File: config.mk
export PLATFORM = sky130hd
export DESIGN_NAME = edac_cfg_port
export DESIGN_NICKNAME = d
export VERILOG_FILES = /design/src/rtl/edac_cfg_pkg.sv /design/src/rtl/edac_op_decode.sv /design/src/rtl/edac_cfg_store.sv /design/src/rtl/edac_cfg_port.sv
export SDC_FILE = /design/constraint.sdc
export NUM_CORES = 1
export LEC_CHECK = 0
export BUFFER_PORTS_ARGS = -buffer_cell sky130_fd_sc_hd__buf_2
export CAP_MARGIN = 5
export CORE_UTILIZATION = 37
export CTS_CLUSTER_SIZE = 10
export DETAILED_ROUTE_END_ITERATION = 7
export PLACE_DENSITY = 0.94
export REMOVE_ABC_BUFFERS = 1
export SLEW_MARGIN = 20
export SYNTH_ARGS = -nofsm -noshare
export SYNTH_HDL_FRONTEND = slang
export SYNTH_SLANG_ARGS = --single-unit
export TNS_END_PERCENT = 20
File: constraint.sdc
create_clock -name clk -period 2.5 [get_ports clk]
set_input_delay 0.25 -clock clk [delete_from_list [all_inputs] [get_ports clk]]
set_output_delay 0.25 -clock clk [all_outputs]
set_load 0.005 [all_outputs]
File: src/rtl/edac_cfg_pkg.sv
package edac_cfg_pkg;

    typedef enum logic [2:0] {
        ST_IDLE,
        ST_CFG_WR,
        ST_CFG_RD,
        ST_CNT_RD,
        ST_RSVD
    } port_state_e;

    typedef enum logic [1:0] {
        OP_CFG_WR,
        OP_CFG_RD,
        OP_CNT_RD,
        OP_RSVD
    } special_op_e;

    function automatic port_state_e op_to_state(special_op_e op);
        port_state_e s;
        unique case (op)
            OP_CFG_WR: s = ST_CFG_WR;
            OP_CFG_RD: s = ST_CFG_RD;
            OP_CNT_RD: s = ST_CNT_RD;
            default:   s = ST_RSVD;
        endcase
        return s;
    endfunction

endpackage

File: src/rtl/edac_op_decode.sv
module edac_op_decode
    import edac_cfg_pkg::*;
#(
    parameter int ADDR_W   = 19,
    parameter int RSEL_BIT = 9,
    parameter int GSEL_BIT = 10,
    parameter int CSEL_BIT = 7
) (
    input  logic              ce_n,
    input  logic              ce,
    input  logic              oe_n,
    input  logic              we_n,
    input  logic              err_pin,
    input  logic [ADDR_W-1:0] addr,
    output logic              special,
    output special_op_e       op
);

    always_comb begin
        special = !ce_n && ce && oe_n && we_n && err_pin;
        if (addr[GSEL_BIT]) begin
            op = addr[CSEL_BIT] ? OP_CNT_RD : OP_RSVD;
        end else begin
            op = addr[RSEL_BIT] ? OP_CFG_RD : OP_CFG_WR;
        end
    end

endmodule

File: src/rtl/edac_cfg_store.sv
module edac_cfg_store #(
    parameter int ADDR_W   = 19,
    parameter int DATA_W   = 32,
    parameter int DLY_LSB  = 4,
    parameter int DLY_W    = 4,
    parameter int BYP_BIT  = 8,
    parameter int SDIS_BIT = 11,
    parameter int SBE_BIT  = 12
) (
    input  logic              clk,
    input  logic              rst_n,
    input  logic              wr_fire,
    input  logic [ADDR_W-1:0] addr,
    output logic [DLY_W-1:0]  dly_code,
    output logic              bypass,
    output logic              scrub_dis,
    output logic              sbe_mode,
    output logic              valid,
    output logic              clr_strobe,
    output logic [DATA_W-1:0] image
);

    localparam int DLY_MSB = DLY_LSB + DLY_W - 1;

    always_ff @(posedge clk or negedge rst_n) begin
        if (!rst_n) begin
            dly_code   <= '0;
            bypass     <= 1'b0;
            scrub_dis  <= 1'b0;
            sbe_mode   <= 1'b0;
            valid      <= 1'b0;
            clr_strobe <= 1'b0;
        end else begin
            clr_strobe <= wr_fire;
            if (wr_fire) begin
                dly_code  <= addr[DLY_MSB:DLY_LSB];
                bypass    <= addr[BYP_BIT];
                scrub_dis <= addr[SDIS_BIT];
                sbe_mode  <= addr[SBE_BIT];
                valid     <= 1'b1;
            end
        end
    end

    always_comb begin
        image                   = '0;
        image[DLY_MSB:DLY_LSB]  = dly_code;
        image[BYP_BIT]          = bypass;
        image[SDIS_BIT]         = scrub_dis;
        image[SBE_BIT]          = sbe_mode;
    end

endmodule

File: src/rtl/edac_cfg_port.sv
module edac_cfg_port
    import edac_cfg_pkg::*;
#(
    parameter int ADDR_W   = 19,
    parameter int DATA_W   = 32,
    parameter int CNT_W    = 19,
    parameter int DLY_LSB  = 4,
    parameter int DLY_W    = 4,
    parameter int CSEL_BIT = 7,
    parameter int BYP_BIT  = 8,
    parameter int RSEL_BIT = 9,
    parameter int GSEL_BIT = 10,
    parameter int SDIS_BIT = 11,
    parameter int SBE_BIT  = 12
) (
    input  logic              clk,
    input  logic              rst_n,
    input  logic              ce_n,
    input  logic              ce,
    input  logic              oe_n,
    input  logic              we_n,
    input  logic              err_pin,
    input  logic [ADDR_W-1:0] addr,
    input  logic [CNT_W-1:0]  scrub_ptr,
    output logic [DATA_W-1:0] rd_data,
    output logic              rd_drive,
    output logic [DLY_W-1:0]  dly_code,
    output logic              edac_bypass,
    output logic              scrub_disable,
    output logic              single_err_mode,
    output logic              cfg_valid,
    output logic              codec_enable,
    output logic              scrub_enable,
    output logic              scrub_ptr_clr
);

    localparam int PAD_W = DATA_W - CNT_W;

    port_state_e state_q, state_d;
    special_op_e op;
    logic        special;
    logic        wr_fire;
    logic [DATA_W-1:0] cfg_image;

    edac_op_decode #(
        .ADDR_W  (ADDR_W),
        .RSEL_BIT(RSEL_BIT),
        .GSEL_BIT(GSEL_BIT),
        .CSEL_BIT(CSEL_BIT)
    ) u_dec (
        .ce_n   (ce_n),
        .ce     (ce),
        .oe_n   (oe_n),
        .we_n   (we_n),
        .err_pin(err_pin),
        .addr   (addr),
        .special(special),
        .op     (op)
    );

    // State register
    always_ff @(posedge clk or negedge rst_n) begin
        if (!rst_n) state_q <= ST_IDLE;
        else        state_q <= state_d;
    end

    // Transitions: enter / hold / leave
    always_comb begin
        state_d = state_q;
        wr_fire = 1'b0;
        unique case (state_q)
            ST_IDLE: begin
                if (special) begin
                    state_d = op_to_state(op);
                    wr_fire = (op == OP_CFG_WR);
                end
            end
            ST_CFG_WR, ST_CFG_RD, ST_CNT_RD, ST_RSVD: begin
                if (!special || op_to_state(op) != state_q) state_d = ST_IDLE;
            end
            default: state_d = ST_IDLE;
        endcase
    end

    edac_cfg_store #(
        .ADDR_W  (ADDR_W),
        .DATA_W  (DATA_W),
        .DLY_LSB (DLY_LSB),
        .DLY_W   (DLY_W),
        .BYP_BIT (BYP_BIT),
        .SDIS_BIT(SDIS_BIT),
        .SBE_BIT (SBE_BIT)
    ) u_store (
        .clk       (clk),
        .rst_n     (rst_n),
        .wr_fire   (wr_fire),
        .addr      (addr),
        .dly_code  (dly_code),
        .bypass    (edac_bypass),
        .scrub_dis (scrub_disable),
        .sbe_mode  (single_err_mode),
        .valid     (cfg_valid),
        .clr_strobe(scrub_ptr_clr),
        .image     (cfg_image)
    );

    // Outputs by state
    always_comb begin
        rd_data  = '0;
        rd_drive = 1'b0;
        unique case (state_q)
            ST_CFG_RD: begin
                rd_data  = cfg_image;
                rd_drive = 1'b1;
            end
            ST_CNT_RD: begin
                rd_data  = {{PAD_W{1'b0}}, scrub_ptr};
                rd_drive = 1'b1;
            end
            default: begin
                rd_data  = '0;
                rd_drive = 1'b0;
            end
        endcase
    end

    assign codec_enable = cfg_valid && !edac_bypass;
    assign scrub_enable = codec_enable && !scrub_disable;

endmodule

Word-level counts from Yosys, hierarchy flattened
Index checks and enable logic that the tools add are counted.

operators by class
  equal/unequal tests = 9
  mux-type cells = 12
  reduce and logical (&&, ||, !) cells = 16

operators with widths
  operator                                                         number
  19-bit one-hot mux with 2 select lines                           1
  3-bit 2-to-1 mux                                                 3
  3-bit one-hot mux with 3 select lines                            1
  3-bit by 2-bit == test with 1-bit output, second input constant  2
  1-bit logical AND                                                6
  3-bit one-hot mux with 2 select lines                            1
  1-bit 2-to-1 mux                                                 5
  1-bit zero test                                                  4
  2-bit inequality test, second input constant                     2
  4-bit OR reduction                                               1
  3-bit by 1-bit == test with 1-bit output, second input constant  1
  3-bit == test, second input constant                             1
  3-bit zero test                                                  1
  3-bit inequality test                                            1
  2-bit by 1-bit == test with 1-bit output, second input constant  1
  2-bit == test, second input constant                             1
  2-bit zero test                                                  1
  2-bit 2-to-1 mux                                                 1
  2-bit AND reduction                                              1
  2-bit OR reduction                                               1
  1-bit logical OR                                                 1

word-level totals
  flip-flop bits (word level) = 12
  bits of input ports = 45
  output and inout port bits = 44
  logic and storage cells = 44

Logic depth before layout (Yosys ltp)
Gate-level depths: netlist of run 1.

  word-level depth = 9
  mapped depth = 5
  mapped depth without buffers = 3

Cells and area by module
A second synthesis of run 1 with hierarchy kept.

second synthesis, totals
  cell total of the unflattened synthesis = 143
  area, all modules = 1276.2 µm²

modules (own cells, without submodules)
  module          times used  cells each  area an instance (µm²)  seq. area each (µm²)
  edac_cfg_port   1           86          648.1                   75.1
  edac_cfg_store  1           51          591.8                   225.2
  edac_op_decode  1           6           36.3                    0.0

Worst setup path after synthesis of run 1
OpenSTA, ideal clock, no wires.

  path type = register -> output
  start point = reg state_q[2]
  end point = out rd_data[0]
  arrival time = 1.018 ns
  setup slack = 1.232 ns
  cell stages (with the launch flop) = 6
  path through = dfrtp_1 > nand2b_1 > buf_2 > inv_1 > buf_2 > and3_1

between the ends
  cells in the longest elaborated chain, start to end = 2

RTL lines
  item                                        RTL line              RTL
  start, declared                             edac_cfg_port.sv:39   port_state_e state_q, state_d;
  start signal, assigned                      edac_cfg_port.sv:64   else state_q <= state_d;
  3-bit by 2-bit == test with 1-bit output    edac_cfg_port.sv:111  unique case (state_q)
  19-bit one-hot mux with 2 select lines (*)  edac_cfg_port.sv:111
  end, declared                               edac_cfg_port.sv:25   output logic [DATA_W-1:0] rd_data,

Mark *: on every way between the ends. The rest lies on a longest branch, timed or not.

Worst setup path after layout of run 1
  start point = reg state_q[1]
  end point = out rd_data[15]

Same word-level chain as after synthesis.

==> results of run 1 <==
## how the worst min path moves through the flow
stage	cells past startpoint	end	start	slack (ns)
floorplan	0	state_q[0]	rst_n	-0.05
global placement	1	u_store.bypass	rst_n	0.13
detailed placement	1	u_store.valid	rst_n	0.14
CTS	2	state_q[2]	addr[7]	0.20
global route	2	u_store.dly_code[0]	addr[4]	0.19
finish	2	u_store.dly_code[2]	addr[6]	0.20
## kinds of logic (layout without fill, tap and decap cells)
| logic type | after synthesis | count (layout) | share of synthesized area [%] |
|---|---|---|---|
| multiplexers | 14 | 14 | 18.1 |
| flip-flops | 12 | 12 | 36.5 |
| other | 1 | 13 | 0.455 |
| AO/OA/AOI/OAI | 4 | 4 | 3.04 |
| AND/OR/NAND/NOR | 35 | 35 | 26.9 |
| buffers and inverters | 19 | 73 | 15.0 |
## state kept, by name, indices dropped and copies added, names as in the netlist
signal              flops
state_q                 3
u_store.bypass          1
u_store.clr_strobe      1
u_store.dly_code        4
u_store.sbe_mode        1
u_store.scrub_dis       1
u_store.valid           1
## through the flow
step	cells	setup slack (ns)	total power [W]	cell area, sq um
after floorplan	80	1.05	0.000273	752
after global placement	173	1.03	0.000330	1120
after detailed placement	173	0.949	0.000337	1120
after CTS	178	0.646	0.000493	1160
after global routing	178	0.515	0.000519	1160
final	178	0.654	0.000489	1160
## metal layers
metal  share of wire, %  wire, um  vias to the layer above  track usage (%)
met5                  0         0                        -                0
met4                1.1        25                        0             8.82
met3                8.6       191                        2             3.43
met2                 58      1290                       61             36.1
met1                 32       717                      406             17.6
li1                   -         -                      396                -
## critical path: stages, from the launching register on
cell      delay (ns)
dfrtp_1         0.43
nand2b_1        0.29
inv_1           0.23
and3_1          0.24
buf_2           0.13
## Yosys cell counts (all sizes together) (2+ instances only)
library cell  number  share of area, %
buf               16                14
dfrtp             12                36
nand4              2               3.3
nor2               9               4.1
nand2b             2               1.5
and3              12               9.1
a21oi              2               1.2
inv                2              0.91
mux2               7               9.6
mux2i              7               8.5
nand2              2              0.91
nor2b              2               1.5
## area by class of cell
type                    instances  area, sq um
fillers                       182          857
multi-input cells              66          444
repair buffers                 67          343
flip-flops and latches         12          300
clock buffers                   4         36.3
well taps                      27         33.8
inverters                       2         7.51
## power groups by stage
stage / Sequential (W) / Clock [W] / Combinational (W)
floorplan: 0.000231 / 0 / 0.0000426
global placement: 0.000228 / 0 / 0.000102
detailed placement: 0.000230 / 0 / 0.000107
CTS: 0.000226 / 0.000158 / 0.000109
global route: 0.000229 / 0.000170 / 0.000120
finish: 0.000227 / 0.000154 / 0.000108
==> run metrics, run 1 <==
outcome=complete, no violations; critical path capture point=rd_data[15]; Final Critical Period=around 1.8 ns; r2r startpoint=state_q[0]; VDD IR max=around 260 uV; drc violations=0; Synth cell types=24; Crit. Startpoint=state_q[1]; die height=49.2 um; DR iter-0 viols=8; initial antenna violation count=0; Area Growth Syn to Fin=41.5%; largest net degree at the start of global routing=18; DIE AREA=approximately 0.0024 sq mm; htree depth=1; CP Class=reg -> out; vias in the first global route=~760; proportion of power drawn by the clock network=31.5%; Slew Limit Fails=0; clk sink count=12; hold_buf cts=1; Final Hold Fails=0; Logic pwr share=roughly 22%; EDFF count, synth=0; most frequent cells in the layout=buf_2 (65), conb_1 (13), and3_1 (12), dfrtp_1 (12), nor2_1 (9); DIE WIDTH=49.2 um; FF-to-FF setup slack=about 1.1 ns; WHS=a little over 0.2 ns; Int Power=~0.00036 W; FF-to-FF path depth=3; Reg2Reg Capture Point=u_store.dly_code[3]; Starting Density=40.7%; share of layout cells above drive strength 1=a little over half; max-cap violations=0; Final Setup Violations=0; Critical Path RT=around 2.3 ns; setup bufs post-CTS=0; switching power=~0.00013 W; clk_skew=about 0.0024 ns; WL/cell=12.5 um; CP Capture Type=output port; CP max FO=13; Seq cells post-synth=12; Worst-path clk slew=about 0.08 ns; routed vias=865; input/output buffers=65; CTS root buf=clkbuf_4; DRT Wirelength=2230 um; RD Place Congestion=around 0.8; share of power burned in registers=a little under half; Tightest Hold Check Type=in -> reg; Power Dens Cells=between 400 and 500 mW/mm^2; Cell Rows=16; clock buffer depth=2; critical path startpoint category=flop; Ys Warns=0; post-cts gate resize count=0; post-synthesis async set-or-reset flop share=100%; Nets=approximately 200; DR pass1 iterations=4; Arr. time, crit path=1.60 ns; RSZ-0062 raised after global routing=no; DP HPWL=roughly 1800 um; Main synth FF type=dfrtp_1; period utilisation layout=about 74%; Leakage=between 0.7 and 0.8 nW; post-route ant nets=0; clock latency on the worst-skew pair=~0.27 ns; Mean Syn Cell Area=about 9.7 sq um; Sw Ratio=about a quarter; first-pass GRT wire length=roughly 3300 um; CTS buffer count=3; CTS tree=yes; DR vias/cell=between 4 and 5; commonest non-fill, non-tap cell in the layout=buf_2; FMAX=between 0.5 and 0.6 GHz; Core Box Area=between 0.002 and 0.0025 sq mm; gr ovfl total=0; n_diodes=0; Synth Instances=85; GRT Overall Usage=a little under a fifth; Final Util=between 50% and 60%; Netlist Area Pre-Place=823 sq um; setup_tns=0 ns; I/O pins=between 80 and 90; post-synthesis sequential area ratio=around 36%
Note: power is estimated with default switching activity, not from simulation.
==> run 2, diff against run 1 <==
--- a/config.mk
+++ b/config.mk
@@ -5,12 +5,13 @@
 export SDC_FILE = /design/constraint.sdc
 export NUM_CORES = 1
 export LEC_CHECK = 0
+export ABC_AREA = 1
 export BUFFER_PORTS_ARGS = -buffer_cell sky130_fd_sc_hd__buf_2
 export CAP_MARGIN = 5
-export CORE_UTILIZATION = 37
+export CORE_UTILIZATION = 33
 export CTS_CLUSTER_SIZE = 10
 export DETAILED_ROUTE_END_ITERATION = 7
-export PLACE_DENSITY = 0.94
+export PLACE_DENSITY = 0.84
 export REMOVE_ABC_BUFFERS = 1
 export SLEW_MARGIN = 20
 export SYNTH_ARGS = -nofsm -noshare
==> constraint.sdc (replaced) <==
create_clock -name clk -period 1.5 [get_ports clk]
set_input_delay 0.15 -clock clk [delete_from_list [all_inputs] [get_ports clk]]
set_output_delay 0.15 -clock clk [all_outputs]
set_load 0.005 [all_outputs]
==> run metrics, run 2 <==
top-count cell post-synth=nand2_1; Hold Startpoint=addr[12]; Worst-path clk slew=about 0.080 ns; DR iter-0 viols=24; CP Capture Type=output port; RSZ-0062 raised after global routing=yes; CTS tree=yes; CP Class=reg -> out; EDFF count, synth=0; post-route ant nets=0; Cell Rows=19; Critical Path RT=about 1.4 ns; die height=56.6 um; CP max FO=5; initial antenna violation count=0; largest net degree at the start of global routing=13; Final Setup Violations=0; clock latency on the worst-skew pair=around 0.27 ns; Place WS=roughly 0.25 ns; post-synthesis async set-or-reset flop share=between 90% and 100%; Seq cells post-synth=12; Yosys top cell area share=between 30% and 40%; Final Util=49.3%; htree depth=1; r2r startpoint=state_q[0]; Tightest Hold Check Type=in -> reg; DR vias/cell=roughly 4.3; share of layout cells above drive strength 1=between 40% and 50%; Final Hold Fails=0; gr ovfl total=0; Arr. time, crit path=approximately 1.3 ns; FMAX=around 0.69 GHz; Reg with most FFs=u_store.dly_code; outcome=complete, no violations; Leakage=~0.93 nW; Min-Delay Endpoint=u_store.sbe_mode; Synth Instances=~150; Fillers=between 200 and 300; Core Box Area=approximately 0.0028 sq mm; I/O pins=89; Starting Density=35.4%; max-cap violations=0; DIE WIDTH=between 50 and 60 um; drc violations=0; hold path cells=3; first-pass GRT wire length=~3600 um; DP HPWL=~1700 um; Power Dens Cells=785 mW/mm^2; Regs by FF count=u_store.dly_code: 4 flops, state_q: 3 flops; DIE AREA=approximately 0.0032 sq mm; Mean Syn Cell Area=about 6.7 sq um; CTS buffer count=3; routed vias=between 1,000 and 1,500; most frequent cells after synthesis=nand2_1 (45), inv_1 (17), nand3_1 (17); most frequent cells in the layout=buf_2 (65), nand2_1 (45), inv_1 (17); VDD IR max=609 uV; clk sink count=12; GRT Overall Usage=~14%; n_diodes=0; Netlist Area Pre-Place=983 sq um; Ys Warns=0; setup_tns=0 ns; Nets=263; clk_skew=between 0.002 and 0.0025 ns; Main synth FF type=dfrtp_1; CTS root buf=clkbuf_4; critical path startpoint category=flop; vias in the first global route=900; Design Power=around 0.0011 W; Area contributors post-synth=dfrtp_1 (31%), nand2_1 (17%), buf_4 (11%); commonest non-fill, non-tap cell in the layout=buf_2; RD Place Congestion=roughly 0.71; Post-Layout Inst Area=between 0.001 and 0.0015 sq mm; DR pass1 iterations=4; Area Growth Syn to Fin=39.4%; Synth area leader=dfrtp_1; Final Critical Period=~1.5 ns; number of flip-flops in the largest register=4; Slew Limit Fails=0; Post-Place Cell Area=between 0.001 and 0.0015 sq mm; input/output buffers=65; post-route setup slack=between 0.04 and 0.05 ns; Reg2Reg Capture Point=u_store.bypass; FF-to-FF setup slack=~0.22 ns; period utilisation layout=between 90% and 100%; DRT Wirelength=~2200 um; WL/cell=8.72 um; clock buffer depth=2; Synth cell types=19; post-synthesis sequential area ratio=between 30% and 40%; FF-to-FF path depth=7
## run 2: cell families (layout without fill, tap and decap cells)
family | Yosys count | count (layout) | share of synthesized area (%)
compound gates | 1 | 1 | 0.508
buf+inv | 38 | 97 | 21.2
flops | 12 | 12 | 30.5
other cells | 1 | 13 | 0.381
simple gates | 94 | 94 | 47.3
## run 2: how the worst max path moves through the flow
stage,from,endpoint,depth (start not counted)
3_5_place_dp,state_q[0],u_store.dly_code[2],7
3_3_place_gp,state_q[0],u_store.scrub_dis,7
4_1_cts,state_q[2],rd_data[4],5
5_1_grt,state_q[2],rd_data[11],5
2_1_floorplan,state_q[0],state_q[0],8
6_report,state_q[2],rd_data[6],5
## run 2: report_power, final
group	internal, W	total [W]	switching [W]
clock network	0.000148	0.000257	0.000110
registers	0.000363	0.000408	0.0000444
logic	0.000182	0.000411	0.000229
total	0.000693	0.00108	0.000383
## run 2: what timing repair did
action,4_1_cts,5_1_grt
setup buffers,1,1
pin swaps,1,3
resized for setup,0,5
gates cloned,0,1
setup endpoints to repair,6,17
hold endpoints to repair,12,0
hold buffers,1,0
## run 2: routing by layer
layer | vias up | GRT usage, % | wire length (um)
met5 | - | 0 | 0
met4 | 0 | 7.32 | 35
met3 | 4 | 2.30 | 177
met2 | 54 | 25.5 | 1020
met1 | 460 | 15.2 | 931
li1 | 552 | - | -
## run 2: final cells by class
cell class / instances / area, sq um / area share, %
flip-flops and latches: 12 / 300 / 21.9
repair buffers: 71 / 377 / 27.5
multi-input cells: 108 / 532 / 38.8
clock buffers: 4 / 36.3 / 2.65
well taps: 31 / 38.8 / 2.83
inverters: 22 / 87.6 / 6.39
## run 2: through the flow
step | hold WS [ns] | instances
2_1_floorplan | -0.146 | 142
3_3_place_gp | 0.0404 | 240
3_5_place_dp | 0.0419 | 240
4_1_cts | 0.0585 | 246
5_1_grt | 0.0567 | 248
6_report | 0.0626 | 248
## run 2: worst max-delay path, stage by stage (launching register included)
cell and delay (ns):
dfrtp_1 0.43, nor2_4 0.21, buf_4 0.17, nand3_1 0.06, nand2_1 0.07, buf_2 0.10
